[src/rtl/rtc_evt_stat.sv]
module rtc_evt_stat #(
  parameter int W = 8
) (
  input  logic         clk,
  input  logic         rst_n,
  input  logic [7:0]   ctl_b,
  input  logic         upd_done,
  input  logic [W-1:0] cur_sec,
  input  logic [W-1:0] cur_min,
  input  logic [W-1:0] cur_hr,
  input  logic [W-1:0] alm_sec,
  input  logic [W-1:0] alm_min,
  input  logic [W-1:0] alm_hr,
  input  logic         per_tick,
  input  logic         stat_rd,
  output logic [7:0]   stat_c,
  output logic         irq
);
  logic [2:0] flg_q, flg_d, evt;
  logic       upd_ok, hit_s, hit_m, hit_h;

  function automatic logic fld_hit(input logic [W-1:0] alm, input logic [W-1:0] cur);
    return (alm[W-1:W-2] == 2'b11) || (alm == cur);
  endfunction

  assign upd_ok = upd_done && !ctl_b[7];
  assign hit_s  = fld_hit(alm_sec, cur_sec);
  assign hit_m  = fld_hit(alm_min, cur_min);
  assign hit_h  = fld_hit(alm_hr,  cur_hr);

  assign evt   = {per_tick, upd_ok && hit_s && hit_m && hit_h, upd_ok};
  assign flg_d = (stat_rd ? 3'b000 : flg_q) | evt;

  always_ff @(posedge clk or negedge rst_n)
    if (!rst_n) flg_q <= '0;
    else        flg_q <= flg_d;

  assign stat_c = {|(flg_q & ctl_b[6:4]), flg_q, 4'h0};
  assign irq    = stat_c[7];
endmodule


[config.mk]
export PLATFORM = sky130hd
export DESIGN_NAME = rtc_evt_stat
export DESIGN_NICKNAME = d
export VERILOG_FILES = /design/src/rtl/rtc_evt_stat.sv
export SDC_FILE = /design/constraint.sdc
export NUM_CORES = 1
export LEC_CHECK = 0
export BUFFER_PORTS_ARGS = -buffer_cell sky130_fd_sc_hd__buf_2
export CAP_MARGIN = 20
export CORE_MARGIN = 2
export CORE_UTILIZATION = 28
export DETAILED_ROUTE_END_ITERATION = 12
export PLACE_DENSITY_LB_ADDON = 0.2
export SLEW_MARGIN = 20
export SYNTH_ARGS = -nofsm -noshare
export SYNTH_HDL_FRONTEND = slang
export SYNTH_SLANG_ARGS = --single-unit
export TNS_END_PERCENT = 10
[constraint.sdc]
create_clock -name clk -period 1.1 [get_ports clk]
set_clock_uncertainty 0.05 [all_clocks]
set_input_delay 0.055 -clock clk [delete_from_list [all_inputs] [get_ports clk]]
set_output_delay 0.055 -clock clk [all_outputs]
set_load 0.05 [all_outputs]
======== Word-level counts from Yosys, hierarchy flattened ========
Cells that the tools add are included.
cells by class
  mux-type cells .......................... 1
  eq/ne operators ......................... 6
  reduce and logical (&&, ||, !) cells .... 9
  bitwise logic cells ..................... 2
operators by type and width
  kind                                        count
  equality test 8 bit                         3
  equality test 2 bit, second input constant  3
  logical AND 1 bit                           4
  AND 3 bit                                   1
  logical OR 1 bit                            3
  two-way mux 3 bit                           1
  bitwise OR 3 bit                            1
  OR reduction 3 bit                          1
  logical NOT 1 bit                           1
storage, ports and cells
  bits in registers ....................... 3
  logic and storage cells ................. 19
  output and inout port bits .............. 9
  bits of input ports ..................... 61

======== Longest topological paths before layout ========
  depth in word-level cells ............... 6
  depth in mapped cells ................... 4
  gate-level depth less buffers ........... 4

======== Least setup slack after synthesis ========
OpenSTA, ideal clock, no wires.
  kind .................................... reg-to-output
  from .................................... register flg_q[0]
  to ...................................... output stat_c[7]
  data required time ...................... 995 ps
  data arrival time ....................... 1467 ps
  path buffers ............................ 1
  stages on the path, launching flop included .. 4
  slack ................................... -472 ps
  path through ............................ dfrtp_1 > a222oi_1 > inv_1 > buf_4
between the ends
  cells in the longest elaborated chain, start to end .. 2
RTL lines
  element                 RTL line  RTL
  start, declared         19        logic [2:0] flg_q, flg_d, evt;
  start signal, assigned  36        else flg_q <= flg_d;
  AND 3 bit               38        assign stat_c = {|(flg_q & ctl_b[6:4]), flg_q, 4'h0};
  OR reduction 3 bit      38
  end, declared           16        output logic [7:0] stat_c,
Every way passes these cells.

======== Worst setup path in the final report ========
  from .................................... register flg_q[0]
  to ...................................... output irq
between the ends
  cells in the longest elaborated chain, start to end .. 2
RTL lines
  element             RTL line  RTL
  AND 3 bit           38
  OR reduction 3 bit  38
  end, declared       17        output logic irq
Every way passes these cells.

==> flow_summary.json <==
{
  "outcome": "finished, violations left",
  "violations": "negative setup slack",
  "grt_setup_unrepaired": "yes",
  "global_routing_met2_resource_utilization_pct": 29.71,
  "initial_utilization_pct": 29.65,
  "dpl.cell_count": 131,
  "use_met3_pct": 0,
  "crit_path_cell_trace": "a222oi_1 > inv_2 > buf_6",
  "filler_cell_count": 150,
  "route.detailed.wl_per_inst_um": 9.391,
  "finish.cell_count_without_fillers": 138,
  "netlist.area_leader.share_pct": 47.06,
  "drive_gt1_share_pct": 62.30,
  "yosys_register_bits": 3,
  "post_synth.cell_area_avg_um2": 8.758,
  "power.static_leakage_nw": 0.4896,
  "cts-root-buf": "sky130_fd_sc_hd__clkbuf_4",
  "maxCapViolations": 0,
  "globalRoute.totalOverflow": 0,
  "core-area_mm2": 0.001506,
  "drtAntennaViolNets": 0,
  "synthToLayoutAreaGrowth_pct": 94.40,
  "worst-setup-path-type": "reg2out",
  "synth.top_cells.by_area": "sky130_fd_sc_hd__xor2_1 47%, sky130_fd_sc_hd__dfrtp_1 17%, sky130_fd_sc_hd__buf_4 8.4%",
  "biggestRegsByFlops": "flg_q (3)",
  "clock_path_buffers": 2,
  "tritoncts_clock_tree": "built",
  "setup_viol_count_final": 2,
  "first_iter_violations": 9,
  "layout_worst_path_cycle_share_pct": 122.0,
  "placed_wire_length_estimate_um": 1096,
  "worst_setup_path_end_kind": "primary output",
  "path_delay_family": "flip-flops",
  "clock_sink_count": 3,
  "pwr_density_mw_per_mm2": 746.3,
  "cp-start-kind": "flip-flop",
  "cts.htree.levels": 1,
  "largest_register_ffs": 3,
  "numPortBuffers": 61,
  "met1_usage_pct": 14.61,
  "source_to_sink_clock_delay_at_the_later_pin_of_the_worst_skew_pair_ns": 0.23,
  "grtUsageTotal_pct": 14.27,
  "routed-via-count": 604,
  "worstHoldPathType": "in2reg",
  "timing.critical_path.buf_inv": 2,
  "post-route-min-period_ns": 1.342,
  "synth_cells": 51,
  "clk_transition_reported_paths_ns": 0.04,
  "drcViolationCount": 0,
  "hold_ws_ns": 0.05725,
  "grt_pass1_wl_um": 2125,
  "cp_slowest_stage_delay_ns": 0.39,
  "cp_data_arrival_time_ns": 1.24,
  "cts_inserted_buffers": 3,
  "area_enclosed_by_the_die_boundary_mm2": 0.001931,
  "hold_viol": 0,
  "detailedRoute.firstPassIterationCount": 5,
  "gp_congestion": 0.5951,
  "finalWirelength_um": 1296,
  "ys_types": 13,
  "multiInputGateArea_um2": 346.6,
  "core.rowCount": 14,
  "timing.final.ws_setup_ns": -0.2419,
  "cp_max_fo": 2,
  "worst_path_max_delay_cell": "sky130_fd_sc_hd__dfrtp_2",
  "fin_tns_setup_ns": -0.4830,
  "syn-cell-area_um2": 446.7,
  "max_freq_ghz": 0.7452,
  "postCtsSetupRepairBufs": 0,
  "grt_start_max_net_pins": 4,
  "grt.busiest_layer": "met2",
  "grt_pass1_vias": 614,
  "synth_top_area_cell": "sky130_fd_sc_hd__xor2_1",
  "layout.area.seq_um2": 78.83,
  "maxSlewViolCount": 0,
  "ir_drop_mv": 0.3918,
  "antenna_cells_inserted": 0,
  "synth_seq_area_share_pct": 16.81,
  "grt_antenna_before_repair": 0,
  "width_of_the_die_um": 43.94,
  "boundaryPins": 70,
  "routed_via_density": 4.377,
  "synth.yosys.warnings": 0,
  "largest-register": "flg_q",
  "die-height_um": 43.94,
  "fin_nets": 184,
  "fin_total_pwr_mw": 0.6480,
  "cp_data_required_time_ns": 1.00
}
## cells in the mapped netlist
library cell               count
sky130_fd_sc_hd__dfrtp_1       3
sky130_fd_sc_hd__buf_4         5
sky130_fd_sc_hd__a22oi_1       3
sky130_fd_sc_hd__a222oi_1      1
sky130_fd_sc_hd__nand2_1       1
sky130_fd_sc_hd__nand2b_1      1
sky130_fd_sc_hd__o41ai_2       1
sky130_fd_sc_hd__nor4_1        6
sky130_fd_sc_hd__a21o_1        1
sky130_fd_sc_hd__inv_1         3
sky130_fd_sc_hd__conb_1        1
sky130_fd_sc_hd__xor2_1       24
sky130_fd_sc_hd__o21ai_0       1
## per-layer routing
layer,up-vias,wire [µm]
li1,308,-
met1,259,437
met2,37,736
met3,0,122
met4,0,0
met5,-,0
## path summary, 6_finish.rpt
path	from	endpoint	slack (ns)	cells after the start
setup / recovery	flg_q[0]	irq	-0.24	3
hold / removal	upd_done	flg_q[0]	0.06	3
setup reg to reg	flg_q[1]	flg_q[1]	0.25	3
hold reg to reg	flg_q[2]	flg_q[2]	0.45	1
max in group asynchronous	rst_n	flg_q[2]	0.78	2
min in group asynchronous	rst_n	flg_q[0]	0.10	2
## report_power, final
group	switching, mW	leakage (nW)	internal, mW
Clock	0.0549	0.0150	0.136
Combinational	0.178	0.441	0.158
Sequential	0.00376	0.0333	0.118
## cell families after synthesis
kind of cell,count (synthesis),synth area share (%)
and+or+nand+nor,8,10.65
AOI/OAI and AO/OA,7,13.73
other,1,0.8395
DFF,3,16.81
xor gates and xnor gates,24,47.06
buffers and inverters,8,10.93
## final cells by class
class | instances | share of cell area [%]
timing repair buffer | 69 | 44.38
inverter | 3 | 1.297
sequential | 3 | 9.078
clock buffer | 4 | 3.026
tap | 16 | 2.305
multi-input combinational | 43 | 39.91
## worst reg2reg max path, stage by stage (launching register included)
cell	delay (ns)
sky130_fd_sc_hd__dfrtp_2	0.39
sky130_fd_sc_hd__buf_4	0.13
sky130_fd_sc_hd__nand2_1	0.08
sky130_fd_sc_hd__o41ai_2	0.07
## stage by stage
step | util, % | worst slack, ns | area, µm²
after CTS | 56.81 | -0.2419 | 855.8
after floorplan | - | -0.3013 | 465.4
after global placement | 52.24 | -0.1370 | 787.0
after global routing | 57.64 | -0.3206 | 868.3
after detailed placement | 52.24 | -0.1370 | 787.0
final | 57.64 | -0.2419 | 868.3
## placed cells by master, fill, tap and decap left out, drive strengths merged
master / count
a222oi: 1
nand2: 1
a22oi: 3
o41ai: 1
dfrtp: 3
clkbuf: 4
xor2: 24
a21o: 1
conb: 4
nor4: 6
buf: 66
inv: 3
nand2b: 1
o21ai: 1
dlygate4sd3: 3
## repair_timing
action,4_1_cts,5_1_grt
pin swaps,1,3
hold buffers,3,0
endpoints found under the setup margin,2,3
hold endpoints to repair,5,0
resized for setup,4,2
(Power assumes the default switching activity.)
